$ cat src/rtl/hdlcTxPkg.sv
package hdlcTxPkg;
  localparam int BYTE_W = 8;
  localparam int FCS_W  = 16;

  typedef enum logic [2:0] {
    SRC_FILL, SRC_FLAG, SRC_ABORT, SRC_DATA, SRC_FCSLO, SRC_FCSHI
  } byteSrc_e;

  typedef enum logic [2:0] {
    ST_IDLE, ST_BODY, ST_FCS0, ST_FCS1, ST_END, ST_LOCK
  } txState_e;

  // strobes from control to datapath, valid in a byte-slot cycle
  typedef struct packed {
    byteSrc_e src;
    logic     stuffOn;
    logic     crcClear;
    logic     crcAdd;
  } txStrobe_t;
endpackage

$ cat src/rtl/hdlcTxCtrl.sv
module hdlcTxCtrl
  import hdlcTxPkg::*;
(
  input  logic      clk,
  input  logic      rst_n,
  input  logic      chanReset,
  input  logic      pktMode,
  input  logic      upErr,
  input  logic      fifoValid,
  input  logic      fifoLast,
  input  logic      needByte,
  output txStrobe_t strb,
  output logic      fifoPop,
  output logic      aborted
);
  txState_e st, stNext;
  logic errLatch, errArm, abortGo;

  // errors count only inside an active frame, or anytime in transparent mode
  assign errArm = (st != ST_LOCK) && (!pktMode || st != ST_IDLE);

  always_comb begin
    strb     = '{src: SRC_FILL, stuffOn: 1'b0, crcClear: 1'b0, crcAdd: 1'b0};
    fifoPop  = 1'b0;
    stNext   = st;
    abortGo  = 1'b0;
    if (needByte) begin
      unique case (st)
        ST_IDLE: begin
          if (!pktMode) begin
            if (errLatch) abortGo = 1'b1;
            else if (fifoValid) begin
              strb.src = SRC_DATA;
              fifoPop  = 1'b1;
            end
          end else if (fifoValid) begin
            strb.src      = SRC_FLAG;
            strb.crcClear = 1'b1;
            stNext        = ST_BODY;
          end
        end
        ST_BODY: begin
          if (errLatch || !fifoValid) abortGo = 1'b1;
          else begin
            strb.src     = SRC_DATA;
            strb.stuffOn = 1'b1;
            strb.crcAdd  = 1'b1;
            fifoPop      = 1'b1;
            if (fifoLast) stNext = ST_FCS0;
          end
        end
        ST_FCS0: begin
          if (errLatch) abortGo = 1'b1;
          else begin
            strb.src     = SRC_FCSLO;
            strb.stuffOn = 1'b1;
            stNext       = ST_FCS1;
          end
        end
        ST_FCS1: begin
          if (errLatch) abortGo = 1'b1;
          else begin
            strb.src     = SRC_FCSHI;
            strb.stuffOn = 1'b1;
            stNext       = ST_END;
          end
        end
        ST_END: begin
          if (errLatch) abortGo = 1'b1;
          else begin
            strb.src = SRC_FLAG;
            stNext   = ST_IDLE;
          end
        end
        default: strb.src = SRC_FILL;
      endcase
      if (abortGo) begin
        strb.src = SRC_ABORT;
        stNext   = ST_LOCK;
      end
    end
  end

  always_ff @(posedge clk or negedge rst_n) begin
    if (!rst_n) begin
      st       <= ST_IDLE;
      errLatch <= 1'b0;
      aborted  <= 1'b0;
    end else if (chanReset) begin
      st       <= ST_IDLE;
      errLatch <= 1'b0;
      aborted  <= 1'b0;
    end else begin
      st <= stNext;
      if (upErr && errArm) errLatch <= 1'b1;
      else if (needByte)   errLatch <= 1'b0;
      if (abortGo) aborted <= 1'b1;
    end
  end
endmodule

$ cat src/rtl/hdlcTxDatapath.sv
module hdlcTxDatapath
  import hdlcTxPkg::*;
#(
  parameter logic [FCS_W-1:0]  FCS_POLY  = 16'h8408,
  parameter logic [BYTE_W-1:0] FLAG_BYTE = 8'h7E,
  parameter int                RUN_MAX   = 5
) (
  input  logic              clk,
  input  logic              rst_n,
  input  logic              chanReset,
  input  logic              bitEn,
  input  logic              idleFF,
  input  logic [BYTE_W-1:0] fifoData,
  input  txStrobe_t         strb,
  output logic              needByte,
  output logic              txBit
);
  localparam int IDX_W = $clog2(BYTE_W);
  localparam int RUN_W = $clog2(RUN_MAX + 1);

  logic [BYTE_W-2:0] shReg;
  logic [IDX_W-1:0]  bitIdx;
  logic [RUN_W-1:0]  onesCnt;
  logic              curStuff;
  logic [FCS_W-1:0]  crcReg;
  logic [BYTE_W-1:0] newByte;
  logic              stuffNow, emitBit, bitStuffable, slotStart;

  function automatic logic [FCS_W-1:0] crcNext(input logic [FCS_W-1:0] c,
                                               input logic [BYTE_W-1:0] d);
    logic [FCS_W-1:0] r;
    r = c;
    for (int i = 0; i < BYTE_W; i++)
      r = (r >> 1) ^ ((r[0] ^ d[i]) ? FCS_POLY : '0);
    return r;
  endfunction

  assign stuffNow  = (onesCnt == RUN_W'(RUN_MAX));
  assign slotStart = (bitIdx == '0);
  assign needByte  = bitEn && !stuffNow && slotStart;

  always_comb begin
    unique case (strb.src)
      SRC_FLAG:  newByte = FLAG_BYTE;
      SRC_ABORT: newByte = '1;
      SRC_DATA:  newByte = fifoData;
      SRC_FCSLO: newByte = ~crcReg[BYTE_W-1:0];
      SRC_FCSHI: newByte = ~crcReg[FCS_W-1:BYTE_W];
      default:   newByte = idleFF ? '1 : FLAG_BYTE;
    endcase
  end

  assign emitBit      = stuffNow ? 1'b0 : (slotStart ? newByte[0] : shReg[0]);
  assign bitStuffable = slotStart ? strb.stuffOn : curStuff;

  always_ff @(posedge clk or negedge rst_n) begin
    if (!rst_n) begin
      shReg    <= '0;
      bitIdx   <= '0;
      onesCnt  <= '0;
      curStuff <= 1'b0;
      crcReg   <= '1;
      txBit    <= 1'b1;
    end else if (chanReset) begin
      shReg    <= '0;
      bitIdx   <= '0;
      onesCnt  <= '0;
      curStuff <= 1'b0;
      crcReg   <= '1;
      txBit    <= 1'b1;
    end else if (bitEn) begin
      txBit <= emitBit;
      if (stuffNow) begin
        onesCnt <= '0;
      end else begin
        if (slotStart) begin
          shReg    <= newByte[BYTE_W-1:1];
          curStuff <= strb.stuffOn;
        end else begin
          shReg <= shReg >> 1;
        end
        bitIdx  <= bitIdx + 1'b1;
        onesCnt <= (bitStuffable && emitBit) ? onesCnt + 1'b1 : '0;
      end
      if (strb.crcClear)    crcReg <= '1;
      else if (strb.crcAdd) crcReg <= crcNext(crcReg, fifoData);
    end
  end
endmodule

$ cat src/rtl/hdlcTx.sv
module hdlcTx
  import hdlcTxPkg::*;
#(
  parameter logic [FCS_W-1:0]  FCS_POLY  = 16'h8408,
  parameter logic [BYTE_W-1:0] FLAG_BYTE = 8'h7E
) (
  input  logic              clk,
  input  logic              rst_n,
  input  logic              chanReset,
  input  logic              bitEn,
  input  logic              pktMode,
  input  logic              idleFF,
  input  logic              upErr,
  input  logic              fifoValid,
  input  logic [BYTE_W-1:0] fifoData,
  input  logic              fifoLast,
  output logic              fifoPop,
  output logic              txBit,
  output logic              aborted
);
  txStrobe_t strb;
  logic      needByte;

  hdlcTxCtrl u_ctrl (
    .clk(clk), .rst_n(rst_n), .chanReset(chanReset), .pktMode(pktMode),
    .upErr(upErr), .fifoValid(fifoValid), .fifoLast(fifoLast),
    .needByte(needByte), .strb(strb), .fifoPop(fifoPop), .aborted(aborted)
  );

  hdlcTxDatapath #(.FCS_POLY(FCS_POLY), .FLAG_BYTE(FLAG_BYTE)) u_dp (
    .clk(clk), .rst_n(rst_n), .chanReset(chanReset), .bitEn(bitEn),
    .idleFF(idleFF), .fifoData(fifoData), .strb(strb),
    .needByte(needByte), .txBit(txBit)
  );
endmodule

$ cat config.mk
export PLATFORM = sky130hd
export DESIGN_NAME = hdlcTx
export DESIGN_NICKNAME = d
export VERILOG_FILES = /design/src/rtl/hdlcTxPkg.sv /design/src/rtl/hdlcTxCtrl.sv /design/src/rtl/hdlcTxDatapath.sv /design/src/rtl/hdlcTx.sv
export SDC_FILE = /design/constraint.sdc
export NUM_CORES = 1
export LEC_CHECK = 0
export ABC_CLOCK_PERIOD_IN_PS = 2900
export CORE_MARGIN = 5
export CORE_UTILIZATION = 55
export DETAILED_ROUTE_END_ITERATION = 10
export DONT_BUFFER_PORTS = 1
export GPL_ROUTABILITY_DRIVEN = 0
export PLACE_DENSITY = 0.7
export SLEW_MARGIN = 20
export SYNTH_ARGS = -nofsm -noshare
export SYNTH_HDL_FRONTEND = slang
export SYNTH_HIERARCHICAL = 1
export SYNTH_SLANG_ARGS = --single-unit
export TNS_END_PERCENT = 1
$ cat constraint.sdc
create_clock -name clk -period 2.9 [get_ports clk]
set_input_delay 0 -clock clk [delete_from_list [all_inputs] [get_ports clk]]
set_output_delay 0 -clock clk [all_outputs]
set_load 0.03 [all_outputs]
# Word-level counts from Yosys, hierarchy flattened
# Index checks and enable logic that the tools add are counted.
dict set report word_totals {
  register_bits 36
  input_bits 17
  out_inout_bits 3
}
dict set report op_classes {
  addsub 2
  n_eq_ne 19
  n_mux 76
  bitwise 18
  reduce_logical 23
}
# op count
set ops {}
lappend ops {{$mux 16} 12}
lappend ops {{$xor 15x16->16} 8}
lappend ops {{$mux 3} 21}
lappend ops {{$pmux 8 s5} 1}
lappend ops {{$pmux 3 s5} 2}
lappend ops {{$mux 1} 28}
lappend ops {{$mux 7} 4}
lappend ops {{$ne 4x4->1 const B} 4}
lappend ops {{$not 8->8} 2}
lappend ops {{$eq 3x2->1 const B} 4}
lappend ops {{$eq 3x3->1 const B} 4}
lappend ops {{$ne 4x3->1 const B} 3}
lappend ops {{$reduce_and 9->1} 1}
lappend ops {{$reduce_bool 3->1} 3}
lappend ops {{$mux 4} 2}
lappend ops {{$mux 8} 1}
lappend ops {{$xor 1x1->1} 8}
lappend ops {{$reduce_bool 7->1} 1}
lappend ops {{$add 3x1->3 const B} 2}
lappend ops {{$eq 3x1->1 const B} 2}
lappend ops {{$logic_not 3->1} 2}
lappend ops {{$mux 6} 1}
lappend ops {{$pmux 1 s3} 2}
lappend ops {{$reduce_bool 2->1} 3}
lappend ops {{9 further kinds} 17}

# Logic depth before layout (Yosys ltp)
dict set report depth {
  ltp_word 28
  mapped_depth 15
}

# Cells and area by module
# Netlist, hierarchy kept.
# mod instances cells_each area_per_inst_um2
set modules_own_cells {}
lappend modules_own_cells {hdlcTxDatapath 1 182 1800.5}
lappend modules_own_cells {hdlcTxCtrl 1 64 506.7}

# Least setup slack after synthesis
# Ideal clock, no wire load.
dict set report synth_path {
  path_kind {flip-flop to flip-flop}
  from {register u_dp.onesCnt[0]}
  to {register u_dp.shReg[6]}
  arrival_time_ns 2.380
  setup_slack_ns 0.447
  path_stages_with_launch 13
  path_buffers 2
  path_cell_list {dfrtp_1 ha_1 nand2_1 nand2_1 buf_2 nor2_1 nand2_1 nor2_1 buf_2 mux2_2 o211ai_1 a22oi_1 nor2_1}
}
# element line
set synth_lines {}
lappend synth_lines {{start: declaration} hdlcTxDatapath.sv:23} ;# logic [RUN_W-1:0] onesCnt;
lappend synth_lines {{start signal: assignment} hdlcTxDatapath.sv:83} ;# onesCnt <= (bitStuffable && emitBit) ? onesCnt + 1'b1 : '0;
lappend synth_lines {{end signal: assignment} hdlcTxDatapath.sv:77} ;# shReg <= newByte[BYTE_W-1:1];
lappend synth_lines {{end signal: assignment} hdlcTxDatapath.sv:80} ;# shReg <= shReg >> 1;
lappend synth_lines {{end: declaration} hdlcTxDatapath.sv:21} ;# logic [BYTE_W-2:0] shReg;

==> metrics <==
f_max 393 MHz; syn avg cell area 9.38 um2; maximum fanout along the worst path 11; status completed; Slew HR 46.4%; RR Endpoint u_dp/onesCnt[0]$_DFFE_PN0P_; synthesis-to-finish area growth 10.7%; hold crit path type in -> reg; adder-cell share of the synthesized area 2.17%; min cycle time layout 2.54 ns; share of layout cells above drive strength 1 18.0%; Worst Skew 0.0118 ns; initial antenna violation count 0; Final Net Count 276; Synth Warn # 6; remaining routing DRC violations 0; Req. time, crit path 3.11 ns; simple-gate area share of the yosys netlist 15.7%; CTS tree built; DR WL/cell 16.7 um; TritonCTS buffer count 5; slowest CP cell dfrtp_1; largest area contributor in the netlist dfrtp_1; Via Count 1788; Hold Vio Cnt, Final 0; Crit path max-delay family simple AND/OR/NAND/NOR gates; Hold Slack 0.0268 ns; initial DRC count 71; Leakage 0.990 nW; dpl hpwl 3.50 mm; synthesized flop and latch total 36; Die ar. 0.00559 mm2; max-slew violation count 0; hold path startpoint fifoData[3]; CP peak stage delay 0.59 ns; Worst VDD drop 341 uV; CP arrival 2.76 ns; DR vias/cell 5.84; pin count of the biggest net entering global routing 37; power share of the clock group 34.3%; Worst Setup Path Type reg -> reg; area share of the leading cell type in the synthesized netlist 20.6%; Sequential Power Share 44.3%; Switching Power 0.000371 W; core outline area 0.00403 mm2; Root Driver clkbuf_8; # IOs 20; non-filler cells, final 306; Reg clk slew, reported paths 0.08 ns; Crit. End Element register; TritonRoute pass-1 iters 4; Reg2Reg Depth 10; post-synthesis mux area share 4.45%; Synth Area in XOR/XNOR 11.2%; Async SR Flop Fraction 100%; placed cell count 286; Logic pwr share 21.4%; critical-path cell list inv_2 > or3_1 > a21oi_1 > a31oi_1 > nor2_1 > buf_4 > mux2_2 > o211ai_2 > nand3_1 > o21ai_0; Hold Path End u_dp/shReg[2]$_DFFE_PN0P_; Die Span Y 74.8 um; setup slack, reg-to-reg 0.36 ns; most used flip-flop cell after synthesis dfrtp_1; number of flops mapped to enable cells by yosys 0; crit path launch type register; Synth area leaders dfrtp_1 21%, dfstp_2 19%, xnor2_1 7.6%; RSZ-0062 raised after global routing no; largest family of logic cells by synthesized area compound AO/OA/AOI/OAI gates; power per standard cell area 501 mW/mm2; Num Clock Sinks 36; Post-Syn Area 0.00231 mm2; Netlist cell types 53; area fraction in compound gates after synthesis 21.5%; vias in the first global route 1891; gr ovfl total 0; P_int 0.000909 W; # rows 23; post-route ant nets 0; Setup TNS 0 ns; maximum clock insertion buffer count 2; Max Cap Violations 0; # setup viols final 0; register area share after synthesis 40.0%; H-tree depth 2; n_diodes 0; worst path bufs/invs 2; Worst-Skew Late Latency 0.29 ns; post-route clock period utilization 87.7%; Starting Density 57.3%; Mapped Nets 267; r2r startpoint u_ctrl/st[0]$_DFFE_PN0P_; pin slew with the least headroom to its limit 0.802 ns; final total power 0.00128 W; total track usage 21.0%; Chip Width 74.8 um; Synth Instances 246; WHS Path Cells 2; sw frac 29.0%; IO Port Bufs 0; FILL cells 345; Post-Route WL 5.12 mm; first-pass GRT wire length 8.98 mm
==> cell usage in the layout (no fill, tap or decap), drive strengths merged, types with 2 or more instances in the layout <==
cell type / n
a21oi: 28
nor2b: 5
dlygate4sd3: 11
o22a: 5
inv: 7
o21ai: 10
or3: 2
nor3: 5
nand3: 2
dfstp: 17
a21boi: 2
ha: 4
nor2: 32
nand2: 19
o211ai: 4
xor2: 6
xnor2: 21
mux2: 2
buf: 5
o221ai: 5
clkbuf: 5
and3: 2
a211oi: 8
dfrtp: 19
a31oi: 2
mux2i: 8
nand2b: 5
==> Yosys cell counts (all sizes together) (4+ instances only) <==
library cell  number
o211ai             4
xor2               6
mux2i              8
dfstp             17
o221ai             5
nand2             19
nor2b              5
nand2b             5
dfrtp             19
a21oi             28
buf               10
ha                 4
o22a               5
nor3               5
o21ai             10
clkbuf             4
xnor2             21
nor2              32
a211oi             8
inv                7
==> sequential cells by signal, indices dropped and copies added (netlist names) <==
signal,count
u_dp/txBit,1
u_ctrl/errLatch,1
u_dp/onesCnt,3
u_dp/crcReg,16
u_dp/shReg,7
u_ctrl/st,3
u_dp/curStuff,1
u_ctrl/aborted,1
u_dp/bitIdx,3
==> per-layer routing <==
metal / GRT usage [%] / up-vias / wire length, um
met5: 0 / - / 0
met4: 6.32 / 0 / 60
met3: 5.47 / 7 / 283
met2: 34.8 / 49 / 2490
met1: 27.1 / 853 / 2290
li1: - / 879 / -
==> kinds of logic after synthesis <==
group / count (synthesis)
AND/OR/NAND/NOR: 76
multiplexers: 10
flip-flops: 36
buffers and inverters: 21
AO/OA/AOI/OAI: 72
adder cells (fa/ha/maj): 4
XOR/XNOR: 27
==> area by class of cell <==
cell class	instances	area [um2]	area share, %
clock buffer	5	68.8	2.69
clock inverter	3	42.5	1.67
inverter	7	26.3	1.03
multi-input combinational	189	1270	49.8
sequential	36	922	36.1
tap	50	62.6	2.45
timing repair buffer	16	160	6.27
==> power groups by stage <==
stage,Clock [W],Combinational (W),Sequential [W]
floorplan,0,0.000221,0.000560
global route,0.000472,0.000306,0.000571
detailed placement,0,0.000241,0.000575
CTS,0.000454,0.000274,0.000566
finish,0.000439,0.000274,0.000567
global placement,0,0.000236,0.000575
==> worst reg2reg max path, stage by stage (launching register included) <==
cell,delay (ns)
dfrtp_1,0.59
inv_2,0.12
or3_1,0.41
a21oi_1,0.14
a31oi_1,0.05
nor2_1,0.09
buf_4,0.22
mux2_2,0.37
o211ai_2,0.20
nand3_1,0.13
o21ai_0,0.16
==> through the flow <==
stage | utilization [%] | worst slack [ns] | instance area, um2
CTS | 63.4 | 0.362 | 2550
detailed placement | 57.4 | 0.369 | 2310
finish | 63.4 | 0.356 | 2550
global placement | 57.4 | 0.362 | 2310
global route | 63.4 | 0.0861 | 2550
floorplan | - | 0.447 | 2310
==> worst max-delay path by stage <==
stage	start	endpoint	slack, ns	cells after the start
finish	u_ctrl/st[0]$_DFFE_PN0P_	u_dp/onesCnt[0]$_DFFE_PN0P_	0.36	10
global route	u_ctrl/st[0]$_DFFE_PN0P_	u_dp/onesCnt[0]$_DFFE_PN0P_	0.09	10
detailed placement	u_ctrl/st[0]$_DFFE_PN0P_	u_dp/onesCnt[0]$_DFFE_PN0P_	0.37	10
floorplan	u_dp/onesCnt[0]$_DFFE_PN0P_	u_dp/shReg[6]$_DFFE_PN0P_	0.45	12
CTS	u_ctrl/st[0]$_DFFE_PN0P_	u_dp/onesCnt[0]$_DFFE_PN0P_	0.36	10
global placement	u_ctrl/st[0]$_DFFE_PN0P_	u_dp/onesCnt[0]$_DFFE_PN0P_	0.36	10
==> what timing repair did <==
| item | 4_1_cts | 5_1_grt |
|---|---|---|
| gates resized for setup | 0 | 0 |
| hold buffers | 12 | 0 |
| endpoints found under the setup margin | 0 | 0 |
| endpoints found under the hold margin | 59 | 0 |
| setup buffers | 0 | 0 |
No activity file was read; power rests on OpenSTA's default activity.
